## config.mk

```make
export PLATFORM = sky130hd
export DESIGN_NAME = audio_frame_tx
export DESIGN_NICKNAME = d
export VERILOG_FILES = /design/src/rtl/aft_pkg.sv /design/src/rtl/aft_fifo.sv /design/src/rtl/aft_bitclk.sv /design/src/rtl/aft_framer.sv /design/src/rtl/audio_frame_tx.sv
export SDC_FILE = /design/constraint.sdc
export NUM_CORES = 1
export LEC_CHECK = 0
export ABC_CLOCK_PERIOD_IN_PS = 2900
export CAP_MARGIN = 20
export CORE_MARGIN = 1
export CORE_UTILIZATION = 45
export CTS_CLUSTER_SIZE = 16
export DETAILED_ROUTE_END_ITERATION = 10
export DONT_BUFFER_PORTS = 1
export SLEW_MARGIN = 20
export SYNTH_ARGS = -nofsm -noshare
export SYNTH_HDL_FRONTEND = slang
export SYNTH_SLANG_ARGS = --single-unit
```

## constraint.sdc

```tcl
create_clock -name clk -period 2.9 [get_ports clk]
set_input_delay 0.29 -clock clk [delete_from_list [all_inputs] [get_ports clk]]
set_output_delay 0.29 -clock clk [all_outputs]
set_load 0.02 [all_outputs]
```

## src/rtl/aft_pkg.sv

```systemverilog
package aft_pkg;
  typedef enum logic [1:0] {
    ST_IDLE = 2'd0,
    ST_WAIT = 2'd1,
    ST_RUN  = 2'd2
  } frm_state_e;

  localparam int unsigned CLR_UDR = 0;
  localparam int unsigned CLR_OVF = 1;
endpackage

```

## src/rtl/aft_fifo.sv

```systemverilog
module aft_fifo #(
  parameter int unsigned DW    = 32,
  parameter int unsigned DEPTH = 8
) (
  input  logic          clk,
  input  logic          rst_n,
  input  logic          wr_en,
  input  logic [DW-1:0] wr_data,
  input  logic          rd_en,
  output logic [DW-1:0] rd_data,
  output logic          full,
  output logic          empty,
  output logic          drop
);
  localparam int unsigned AW = (DEPTH > 1) ? $clog2(DEPTH) : 1;
  localparam int unsigned CW = $clog2(DEPTH + 1);

  logic [AW-1:0] wptr_q, wptr_d, rptr_q, rptr_d;
  logic [CW-1:0] cnt_q, cnt_d;
  logic [DW-1:0] mem_q [DEPTH];
  logic          wr_ok, rd_ok;

  function automatic logic [AW-1:0] ptr_inc(input logic [AW-1:0] p);
    return (p == AW'(DEPTH - 1)) ? '0 : p + AW'(1);
  endfunction

  assign full    = (cnt_q == CW'(DEPTH));
  assign empty   = (cnt_q == '0);
  assign wr_ok   = wr_en & ~full;
  assign rd_ok   = rd_en & ~empty;
  assign drop    = wr_en & full;
  assign rd_data = mem_q[rptr_q];

  always_comb begin
    wptr_d = wptr_q;
    rptr_d = rptr_q;
    cnt_d  = cnt_q;
    if (wr_ok) wptr_d = ptr_inc(wptr_q);
    if (rd_ok) rptr_d = ptr_inc(rptr_q);
    case ({wr_ok, rd_ok})
      2'b10:   cnt_d = cnt_q + CW'(1);
      2'b01:   cnt_d = cnt_q - CW'(1);
      default: cnt_d = cnt_q;
    endcase
  end

  always_ff @(posedge clk or negedge rst_n) begin
    if (!rst_n) begin
      wptr_q <= '0;
      rptr_q <= '0;
      cnt_q  <= '0;
    end else begin
      wptr_q <= wptr_d;
      rptr_q <= rptr_d;
      cnt_q  <= cnt_d;
    end
  end

  always_ff @(posedge clk) begin
    if (wr_ok) mem_q[wptr_q] <= wr_data;
  end

  assert_no_pop_empty_R6: assert property (@(posedge clk) disable iff (!rst_n)
    rd_en |-> !empty);
  assert_full_holds_R7: assert property (@(posedge clk) disable iff (!rst_n)
    (full && !rd_en) |=> full);
endmodule

```

## src/rtl/aft_bitclk.sv

```systemverilog
module aft_bitclk #(
  parameter int unsigned DIVW = 8,
  parameter int unsigned SYNC = 2
) (
  input  logic            clk,
  input  logic            rst_n,
  input  logic            master,
  input  logic            run,
  input  logic            mclk_run,
  input  logic [DIVW-1:0] div_half,
  input  logic            bclk_pin,
  input  logic            fs_pin,
  output logic            bclk_o,
  output logic            mclk_o,
  output logic            fall_tick,
  output logic            fs_rise
);
  logic [DIVW-1:0] cnt_q, cnt_d;
  logic            bclk_q, bclk_d;
  logic            mclk_q, mclk_d;
  logic [SYNC-1:0] bsync_q, bsync_d, fsync_q, fsync_d;
  logic            bprev_q, fprev_q;
  logic            gen_on, tick, s_fall, s_rise_fs;

  assign gen_on = run & master;
  assign tick   = gen_on & (cnt_q == div_half);

  always_comb begin
    cnt_d  = cnt_q;
    bclk_d = bclk_q;
    if (!gen_on) begin
      cnt_d  = '0;
      bclk_d = 1'b0;
    end else if (tick) begin
      cnt_d  = '0;
      bclk_d = ~bclk_q;
    end else begin
      cnt_d  = cnt_q + DIVW'(1);
    end
    mclk_d = mclk_run ? ~mclk_q : 1'b0;
  end

  generate
    if (SYNC > 1) begin : g_chain
      assign bsync_d = {bsync_q[SYNC-2:0], bclk_pin};
      assign fsync_d = {fsync_q[SYNC-2:0], fs_pin};
    end else begin : g_single
      assign bsync_d = bclk_pin;
      assign fsync_d = fs_pin;
    end
  endgenerate

  assign s_fall    = bprev_q & ~bsync_q[SYNC-1];
  assign s_rise_fs = ~fprev_q & fsync_q[SYNC-1];

  assign bclk_o    = bclk_q;
  assign mclk_o    = mclk_q;
  assign fall_tick = master ? (tick & bclk_q) : s_fall;
  assign fs_rise   = ~master & s_rise_fs;

  always_ff @(posedge clk or negedge rst_n) begin
    if (!rst_n) begin
      cnt_q   <= '0;
      bclk_q  <= 1'b0;
      mclk_q  <= 1'b0;
      bsync_q <= '0;
      fsync_q <= '0;
      bprev_q <= 1'b0;
      fprev_q <= 1'b0;
    end else begin
      cnt_q   <= cnt_d;
      bclk_q  <= bclk_d;
      mclk_q  <= mclk_d;
      bsync_q <= bsync_d;
      fsync_q <= fsync_d;
      bprev_q <= bsync_q[SYNC-1];
      fprev_q <= fsync_q[SYNC-1];
    end
  end

  assert_bclk_parks_low_R10: assert property (@(posedge clk) disable iff (!rst_n)
    !run |=> !bclk_o);
endmodule

```

## src/rtl/aft_framer.sv

```systemverilog
module aft_framer
  import aft_pkg::*;
#(
  parameter int unsigned DW  = 32,
  parameter int unsigned FLW = 8,
  parameter int unsigned SWW = 6
) (
  input  logic           clk,
  input  logic           rst_n,
  input  logic           arm,
  input  logic           self_timed,
  input  logic           fall_tick,
  input  logic           fs_rise,
  input  logic           fifo_empty,
  input  logic [DW-1:0]  fifo_word,
  input  logic [FLW-1:0] frame_len,
  input  logic [SWW-1:0] slot_width,
  input  logic [FLW-1:0] fs_width,
  output logic           pop,
  output logic           udr_set,
  output logic           sd_o,
  output logic           fs_o,
  output logic           in_frame
);
  frm_state_e     state_q, state_d;
  logic [FLW-1:0] bitcnt_q, bitcnt_d;
  logic [DW-1:0]  shreg_q, shreg_d;
  logic [SWW-1:0] shamt;
  logic           load, adv, last_bit, ext_start;

  assign shamt     = SWW'(DW) - slot_width;
  assign last_bit  = (bitcnt_q == (frame_len - FLW'(1)));
  assign ext_start = ~self_timed & fs_rise & arm;

  always_comb begin
    state_d  = state_q;
    bitcnt_d = bitcnt_q;
    shreg_d  = shreg_q;
    load     = 1'b0;
    adv      = 1'b0;
    case (state_q)
      ST_IDLE: begin
        if (arm) state_d = ST_WAIT;
      end
      ST_WAIT: begin
        if (!arm) state_d = ST_IDLE;
        else if (self_timed ? (fall_tick & ~fifo_empty) : fs_rise) load = 1'b1;
      end
      ST_RUN: begin
        if (ext_start) begin
          load = 1'b1;
        end else if (fall_tick) begin
          if (last_bit) begin
            if (!arm)           state_d = ST_IDLE;
            else if (self_timed) load   = 1'b1;
            else                 state_d = ST_WAIT;
          end else begin
            adv = 1'b1;
          end
        end
      end
      default: state_d = ST_IDLE;
    endcase
    if (load) begin
      state_d  = ST_RUN;
      bitcnt_d = '0;
      shreg_d  = fifo_empty ? '0 : (fifo_word << shamt);
    end
    if (adv) begin
      bitcnt_d = bitcnt_q + FLW'(1);
      shreg_d  = shreg_q << 1;
    end
  end

  assign pop      = load & ~fifo_empty;
  assign udr_set  = load & fifo_empty;
  assign in_frame = (state_q == ST_RUN);
  assign sd_o     = in_frame & (int'(bitcnt_q) < int'(slot_width)) & shreg_q[DW-1];
  assign fs_o     = self_timed & in_frame & (bitcnt_q < fs_width);

  always_ff @(posedge clk or negedge rst_n) begin
    if (!rst_n) begin
      state_q  <= ST_IDLE;
      bitcnt_q <= '0;
      shreg_q  <= '0;
    end else begin
      state_q  <= state_d;
      bitcnt_q <= bitcnt_d;
      shreg_q  <= shreg_d;
    end
  end

  assert_fs_starts_frame_R5: assert property (@(posedge clk) disable iff (!rst_n)
    $rose(fs_o) |-> $past(pop || udr_set));
endmodule

```

## src/rtl/audio_frame_tx.sv

```systemverilog
module audio_frame_tx
  import aft_pkg::*;
#(
  parameter  int unsigned DW    = 32,
  parameter  int unsigned DEPTH = 8,
  parameter  int unsigned DIVW  = 8,
  parameter  int unsigned FLW   = 8,
  parameter  int unsigned SYNC  = 2,
  localparam int unsigned SWW   = $clog2(DW + 1)
) (
  input  logic            clk,
  input  logic            rst_n,
  input  logic            en,
  input  logic            master,
  input  logic            tx_mode,
  input  logic            fs_drive,
  input  logic            mclk_en,
  input  logic [DIVW-1:0] bclk_div,
  input  logic [FLW-1:0]  frame_len,
  input  logic [SWW-1:0]  slot_width,
  input  logic [FLW-1:0]  fs_width,
  input  logic            wr_en,
  input  logic [DW-1:0]   wr_data,
  input  logic [1:0]      flag_clr,
  input  logic            bclk_in,
  input  logic            fs_in,
  output logic            bclk_out,
  output logic            bclk_oe,
  output logic            fs_out,
  output logic            fs_oe,
  output logic            mclk_out,
  output logic            mclk_oe,
  output logic            sd_out,
  output logic            sd_oe,
  output logic            fifo_full,
  output logic            fifo_empty,
  output logic            underrun,
  output logic            overflow
);
  logic [1:0]    rst_sync_q;
  logic          rst_ni;
  logic          arm, self_timed, clk_run, mclk_run;
  logic          pop, udr_set, ovf_set, in_frame, fall_tick, fs_rise;
  logic [DW-1:0] fifo_word;
  logic          udr_q, udr_d, ovf_q, ovf_d;

  always_ff @(posedge clk or negedge rst_n) begin
    if (!rst_n) rst_sync_q <= 2'b00;
    else        rst_sync_q <= {rst_sync_q[0], 1'b1};
  end
  assign rst_ni = rst_sync_q[1];

  assign arm        = en & tx_mode;
  assign self_timed = master | fs_drive;
  assign clk_run    = en | in_frame;
  assign mclk_run   = master & mclk_en & clk_run;

  aft_fifo #(.DW(DW), .DEPTH(DEPTH)) u_fifo (
    .clk     (clk),
    .rst_n   (rst_ni),
    .wr_en   (wr_en),
    .wr_data (wr_data),
    .rd_en   (pop),
    .rd_data (fifo_word),
    .full    (fifo_full),
    .empty   (fifo_empty),
    .drop    (ovf_set)
  );

  aft_bitclk #(.DIVW(DIVW), .SYNC(SYNC)) u_bitclk (
    .clk       (clk),
    .rst_n     (rst_ni),
    .master    (master),
    .run       (clk_run),
    .mclk_run  (mclk_run),
    .div_half  (bclk_div),
    .bclk_pin  (bclk_in),
    .fs_pin    (fs_in),
    .bclk_o    (bclk_out),
    .mclk_o    (mclk_out),
    .fall_tick (fall_tick),
    .fs_rise   (fs_rise)
  );

  aft_framer #(.DW(DW), .FLW(FLW), .SWW(SWW)) u_framer (
    .clk        (clk),
    .rst_n      (rst_ni),
    .arm        (arm),
    .self_timed (self_timed),
    .fall_tick  (fall_tick),
    .fs_rise    (fs_rise),
    .fifo_empty (fifo_empty),
    .fifo_word  (fifo_word),
    .frame_len  (frame_len),
    .slot_width (slot_width),
    .fs_width   (fs_width),
    .pop        (pop),
    .udr_set    (udr_set),
    .sd_o       (sd_out),
    .fs_o       (fs_out),
    .in_frame   (in_frame)
  );

  always_comb begin
    udr_d = (udr_q & ~flag_clr[CLR_UDR]) | udr_set;
    ovf_d = (ovf_q & ~flag_clr[CLR_OVF]) | ovf_set;
  end

  always_ff @(posedge clk or negedge rst_ni) begin
    if (!rst_ni) begin
      udr_q <= 1'b0;
      ovf_q <= 1'b0;
    end else begin
      udr_q <= udr_d;
      ovf_q <= ovf_d;
    end
  end

  assign underrun = udr_q;
  assign overflow = ovf_q;
  assign bclk_oe  = master;
  assign fs_oe    = self_timed;
  assign mclk_oe  = master & mclk_en;
  assign sd_oe    = tx_mode;

  assert_udr_sticky_R6: assert property (@(posedge clk) disable iff (!rst_ni)
    udr_set |=> underrun);
  assert_ovf_sticky_R7: assert property (@(posedge clk) disable iff (!rst_ni)
    ovf_set |=> overflow);
  assert_pop_only_tx_R11: assert property (@(posedge clk) disable iff (!rst_ni)
    pop |-> tx_mode);
endmodule

```

==> impl_metrics.toml, run 1 <==
[outcome]
status = "complete, but fails checks"
violations = "setup timing"

[yosys]
synth_edf_count = 256
synth-main-ff-cell = "edfxtp_1"
ys_async_sr_fraction_pct = 21.95
syn_area_per_cell_um2 = 14.08
yosys_register_bits = 328
synth_nets = 1211
ys_seq_area_share_pct = 60.66
synthesis.area_um2 = 15640
yosysUniqueCellTypes = 78
syn_inst = 1111
ys.warnings.count = 0

[routing]
vias = 10310
drt_iter0_markers = 747
ant_nets = 0
drc = 0
drt_first_pass_iters = 5
vias_per_cell = 5.763
wire_per_inst_um = 21.72
wirelength_um = 38850

[min_path]
hp-class = "reg2async"

[clock_network]
cts_buffers = 36
h-tree-depth = 2
clkTransAtPathRegs_ns = 0.06
clockBufferDepth = 3
clk_latency_ns = 0.54
cts.sinks = 328
cts_tree = "yes"
cts_root_buffer = "clkbuf_16"

[flow_run]
maxCapViolations = 0

[finish]
syn2layout_area_growth_pct = 26.69
final_cell_mix = "edfxtp_1 (256), buf_4 (153), mux2i_1 (76)"
stdcell_area_um2 = 19820
fill_cells = 2664
layout-drive-gt1-share_pct = 32.11
utilization_pct = 58.52
final_common_cell = "edfxtp_1"
finalNetCount = 1412

[global_routing]
use_met2_pct = 35.97
overflow = 0
grt_pass1_wl_um = 58940
grtUsageMet3_pct = 3.390
grt_max_degree = 67
busiest_layer = "met2"
first_global_vias = 10349
antenna_found_initial = 3
grt_usage_pct = 21.53
grtUsageMet1_pct = 28.96

[critical_path]
worstRegToRegCells = 10
critical_path_required_ns = 3.34
crit_path_start_kind = "flip-flop"
critPathCaptureType = "flip-flop"
slowest_delay_ns = 0.53
critPathKind = "reg2reg"
timing.rr.end = "u_framer.shreg_q[28]"
rrSetupSlack_ns = -0.08
critPathMaxFanout = 5
crit_chain = "buf_8 > clkbuf_16 > mux4_2 > mux2i_1 > mux2_4 > mux2_4 > mux4_2 > o31ai_4 > nor4_2 > a211oi_2"
r2r_start = "u_fifo.rptr_q[1]"
crit_arrival_ns = 3.42
critical-path-slowest-cell = "dfrtp_4"

[placed_design]
place.gp.congestion = 0.9552
hpwl_um = 24710
port_buffers = 0
pre_cts_ws_ns = -0.2564
place_area_um2 = 17240

[sta]
setup_viol = 7
min_period_over_period_pct = 102.8
whs_ns = 0.09114
maxSlewViolCount = 0
rsz0062_at_grt = "yes"
hold_viol_final = 0
skew_ns = 0.02197
worst_pin_slew_ns = 0.6265
slew_headroom_pct = 58.23
period_minus_slack_ns = 2.980
fin_ws_ns = -0.08045
fmax_ghz = 0.3355

[die]
die_w_um = 188.5
die-area_um2 = 35510
rows = 67
ioPinCount = 86
core_um2 = 33870
die_y_um = 188.5
initial_core_util_pct = 46.19

[power]
leakage_nw = 7.331
powerDensity_nw_per_um2 = 874.0
peakVddDrop_uv = 617.1
## Yosys cell counts (all sizes together) (13+ instances only)
cell / number / area (um2)
mux4: 45 / 1077
a221oi: 22 / 198.9
xnor2: 24 / 210.2
nand2: 65 / 244.0
edfxtp: 256 / 7687
a21oi: 52 / 260.3
nand3: 19 / 95.09
mux2: 25 / 285.3
o21ai: 24 / 120.1
clkbuf: 32 / 120.1
a22oi: 31 / 237.7
nor3: 17 / 95.09
inv: 30 / 112.6
ha: 26 / 325.3
nor2: 78 / 292.8
mux2i: 89 / 903.4
dfrtp: 72 / 1802
nand2b: 16 / 100.1
xor2: 13 / 113.9
buf: 30 / 266.5
## cell type report
cell class	count	area [um2]	area share [%]
Sequential cell	328	9497	47.92
Multi-Input combinational cell	690	6334	31.96
Timing Repair Buffer	225	2077	10.48
Clock buffer	49	1001	5.051
Tap cell	448	560.5	2.828
Clock inverter	16	219.0	1.105
Inverter	31	126.4	0.6376
Antenna cell	2	5.005	0.02525
## worst max-delay path: cells and delay by family (launching register included)
family | cells | cell delay, ns
AOI/OAI and AO/OA | 2 | 0.43
and+or+nand+nor | 1 | 0.06
muxes | 5 | 1.53
DFF | 1 | 0.53
buffers and inverters | 2 | 0.32
## power by group
part / internal, mW / switching [mW]
Combinational: 3.27 / 3.26
Clock: 2.80 / 1.83
Sequential: 5.83 / 0.331
## kinds of logic (layout without fill, tap and decap cells)
family,Yosys count,count (layout),share of synthesized area (%)
muxes,159,159,14.48
AOI/OAI and AO/OA,215,215,9.726
other,1,3,0.02397
DFF,328,328,60.66
xor gates and xnor gates,37,37,2.071
and+or+nand+nor,252,252,7.742
adders and majority gates,26,26,2.079
buffers and inverters,93,321,3.215
## metrics by stage
stage	TNS, ns	total power [mW]	instances
after CTS	-0.2444	16.68	1773
after global placement	-2.550	11.55	1648
after detailed placement	-3.016	11.58	1648
after global routing	-1.346	18.06	1789
after floorplan	-64.33	9.466	1111
final	-0.2800	17.32	1789
## layer usage
metal	share of wire [%]	wire, um
met3	5.7	2210
met2	48	18710
met1	44	16940
met5	0.026	10
met4	2.5	979
## state kept, by name (all words and copies together) (netlist names)
| name | cells |
|---|---|
| overflow | 1 |
| u_fifo.mem_q | 256 |
| underrun | 1 |
| u_fifo.cnt_q | 4 |
| u_framer.bitcnt_q | 8 |
| u_fifo.rptr_q | 3 |
| u_framer.state_q | 2 |
| u_bitclk.cnt_q | 8 |
| u_fifo.wptr_q | 3 |
| u_bitclk.bclk_o | 1 |
| u_bitclk.mclk_o | 1 |
| rst_sync_q | 2 |
| u_bitclk.fsync_q | 2 |
| u_bitclk.bprev_q | 1 |
| u_bitclk.bsync_q | 2 |
| u_framer.shreg_q | 32 |
| u_bitclk.fprev_q | 1 |
## worst max-delay path by stage
stage | start | slack, ns | to
6_report | u_fifo.rptr_q[1] | -0.08 | u_framer.shreg_q[28]
5_1_grt | u_framer.bitcnt_q[3] | -0.22 | u_fifo.cnt_q[2]
4_1_cts | u_framer.bitcnt_q[1] | -0.1 | fs_out
3_5_place_dp | u_fifo.rptr_q[1] | -0.26 | u_framer.shreg_q[13]
3_3_place_gp | u_fifo.rptr_q[1] | -0.23 | u_framer.shreg_q[13]
2_1_floorplan | u_fifo.cnt_q[1] | -0.63 | u_fifo.mem_q[2][0]
## repair_timing
action / 4_1_cts / 5_1_grt
pin swaps: 19 / 46
gates cloned: 0 / 2
endpoints found under the setup margin: 28 / 41
resized for setup: 60 / 105
endpoints found under the hold margin: 264 / 0
hold buffers: 41 / 0
setup buffers: 19 / 16
(Power assumes the default switching activity.)
==> run 2: changes to the inputs <==
--- a/config.mk
+++ b/config.mk
@@ -5,6 +5,7 @@
 export SDC_FILE = /design/constraint.sdc
 export NUM_CORES = 1
 export LEC_CHECK = 0
+export ABC_AREA = 1
 export ABC_CLOCK_PERIOD_IN_PS = 2900
 export CAP_MARGIN = 20
 export CORE_MARGIN = 1
==> impl_metrics.toml, run 2 <==
[critical_path]
critical-path-slowest-cell = "dfrtp_1"
critPathKind = "reg2out"
critical_path_required_ns = 2.61
cp_num_buf_inv = 2
cp_common_cell = "buf_4"
slowest_delay_ns = 0.40
crit_arrival_ns = 2.48
critPathMaxFanout = 5
r2r_start = "u_framer.bitcnt_q[5]"
cp_top_family = "compound AO/OA/AOI/OAI gates"
critPathCaptureType = "output port"
rrSetupSlack_ns = 0.23
worstRegToRegCells = 19
crit_chain = "buf_4 > ha_1 > a21oi_1 > nor2_1 > a211oi_1 > o221ai_1 > nor3_1 > buf_4"
timing.rr.end = "u_fifo.cnt_q[2]"
crit_path_start_kind = "flip-flop"

[routing]
drc = 0
drt_first_pass_iters = 5
vias = 12247
wirelength_um = 39800
wire_per_inst_um = 17.16
drt_iter0_markers = 923
vias_per_cell = 5.281
ant_nets = 0

[finish]
final_common_cell = "nand2_1"
largest_reg_flops = 256
top_regs = "u_fifo.mem_q (256), u_framer.shreg_q (32)"
largest-register = "u_fifo.mem_q"
utilization_pct = 52.00
final_cell_mix = "nand2_1 (461), nand3_1 (301), edfxtp_1 (256)"
layout-drive-gt1-share_pct = 6.731
finalNetCount = 1932
syn2layout_area_growth_pct = 13.93
instances_no_fill = 2319

[yosys]
synth_top_area_share_pct = 47.46
syn_area_per_cell_um2 = 8.983
synthTopCellsByCount = "nand2_1 (461), nand3_1 (301), edfxtp_1 (256), nor2_1 (238), inv_1 (146)"
ys_seq_area_share_pct = 58.59
yosys_register_bits = 328
ys_top_cells_by_area = "edfxtp_1 (47%), dfrtp_1 (11%), nand2_1 (11%)"
syn_inst = 1803
synthesis.area_um2 = 16200
yosysTopAreaCell = "edfxtp_1"
ys.warnings.count = 0
ys_async_sr_fraction_pct = 21.95
synth.most_common_cell = "nand2_1"
synth_nets = 1903
synth-main-ff-cell = "edfxtp_1"
synth_edf_count = 256
yosysUniqueCellTypes = 41

[sta]
maxSlewViolCount = 0
period_minus_slack_ns = 2.769
hold_viol_final = 0
worst_pin_slew_ns = 0.9818
min_period_over_period_pct = 95.49
setup_viol = 0
skew_ns = 0.02040
slew_headroom_pct = 34.48
fmax_ghz = 0.3611
rsz0062_at_grt = "no"

[clock_network]
cts_root_buffer = "clkbuf_16"
cts_tree = "yes"
cts_buffers = 37
clockBufferDepth = 3
cts.sinks = 328
clk_latency_ns = 0.56
clkTransAtPathRegs_ns = 0.06
h-tree-depth = 2
cts_setup_buffers = 0

[min_path]
worst_hold_path.num_cells = 4
whs_endpoint = "u_fifo.wptr_q[2]"
min-delay-start = "wr_en"
hp-class = "in2reg"

[flow_run]
maxCapViolations = 0

[power]
cell_internal_pwr_mw = 10.30
powerDensity_nw_per_um2 = 890.0
combPwrFrac_pct = 35.2
peakVddDrop_uv = 589.4
clkPwrFrac_pct = 27.1
switching_share_pct = 37.29
p_sw_mw = 6.124
pwr-share-seq_pct = 37.7
leakage_nw = 7.679

[global_routing]
first_global_vias = 11449
grt_usage_pct = 22.26
grt_max_degree = 89
overflow = 0
antenna_found_initial = 1
grt_pass1_wl_um = 62770

[die]
die_w_um = 191.7
initial_core_util_pct = 45.65
die-area_um2 = 36750
ioPinCount = 86
core_um2 = 35480
die_y_um = 191.7
rows = 69

[placed_design]
hpwl_um = 24540
place_inst = 2212
place.gp.congestion = 0.9409
port_buffers = 0

[outcome]
status = "completed"
-- run 2: changes by cell type after synthesis, sizes merged, moves of 22 or more --
| cell | previous run | this run |
|---|---|---|
| nand2 | 65 | 462 |
| nand3 | 19 | 307 |
| nor2 | 78 | 244 |
| inv | 30 | 154 |
| o21ai | 24 | 114 |
| mux2i | 89 | 0 |
| mux4 | 45 | 0 |
| a21oi | 52 | 14 |
| a22oi | 31 | 0 |
| buf | 30 | 61 |
| mux2 | 25 | 0 |
| a221oi | 22 | 0 |
-- run 2: final cells by class --
| class | count | area [um2] |
|---|---|---|
| sequential | 328 | 9497 |
| clock inverter | 13 | 117.6 |
| fill | 3234 | 17030 |
| clock buffer | 51 | 1031 |
| inverter | 155 | 584.3 |
| antenna | 1 | 2.502 |
| multi-input combinational | 1233 | 5773 |
| timing repair buffer | 77 | 870.8 |
| tap | 461 | 576.8 |
-- run 2: tightest hold or removal path, cell delays in order --
cell and delay [ns]:
inv_1 0.05, nor2_1 0.09, nand2_1 0.06, o21ai_0 0.06
-- run 2: kinds of logic (layout without fill, tap and decap cells) --
| family | Yosys count | in the layout | synth area share, % |
|---|---|---|---|
| compound gates | 155 | 155 | 5.153 |
| xor+xnor | 17 | 17 | 0.9656 |
| fa+ha+maj | 26 | 26 | 2.008 |
| buf+inv | 242 | 296 | 6.234 |
| flops | 328 | 328 | 58.59 |
| other cells | 1 | 2 | 0.02315 |
| simple gates | 1034 | 1034 | 27.03 |
-- run 2: power groups by stage --
stage               Combinational, mW  Sequential, mW  Clock, mW
floorplan                        4.02            6.22          0
global placement                 5.61            6.26          0
detailed placement               5.68            6.28          0
CTS                              5.80            6.18       4.54
global route                     6.52            6.26       4.73
finish                           5.78            6.19       4.46
-- run 2: worst max path at each step --
stage                    endpoint                 start  cells past startpoint  slack [ns]
5_1_grt           u_fifo.cnt_q[2]     u_bitclk.cnt_q[6]                     21      0.0005
2_1_floorplan  u_fifo.mem_q[0][0]       u_fifo.cnt_q[1]                      7       -0.20
3_5_place_dp      u_fifo.cnt_q[2]          frame_len[0]                     20        0.02
3_3_place_gp      u_fifo.cnt_q[2]          frame_len[0]                     20        0.16
4_1_cts                    fs_out  u_framer.bitcnt_q[1]                      8        0.07
6_report                   fs_out  u_framer.bitcnt_q[1]                      8        0.13
-- run 2: per-stage QoR --
step | setup TNS, ns | setup WS, ns | power (mW) | area, um2 | hold slack (ns)
after floorplan | -25.62 | -0.2002 | 10.24 | 16200 | -0.005591
after global placement | 0 | 0.1581 | 11.87 | 16860 | -0.005552
after detailed placement | 0 | 0.02263 | 11.96 | 16860 | -0.005559
after CTS | 0 | 0.06864 | 16.53 | 18430 | 0.03617
after global routing | 0 | 0.0005058 | 17.51 | 18450 | 0.1029
final | 0 | 0.1308 | 16.42 | 18450 | 0.05539
-- run 2: routing by layer --
metal | up-vias | track usage (%) | wire length [um] | part of all wire [%]
met3 | 61 | 3.399 | 2343 | 5.9
met2 | 346 | 35.57 | 18540 | 47
met5 | - | 0 | 0 | 0
met1 | 5771 | 30.74 | 17820 | 45
met4 | 0 | 7.998 | 1100 | 2.8
li1 | 6069 | - | - | -
-- run 2: timing repair --
item	in CTS	in global routing
hold buffers	42	0
gates resized for setup	0	5
setup endpoints to repair	0	2
hold endpoints to repair	264	0
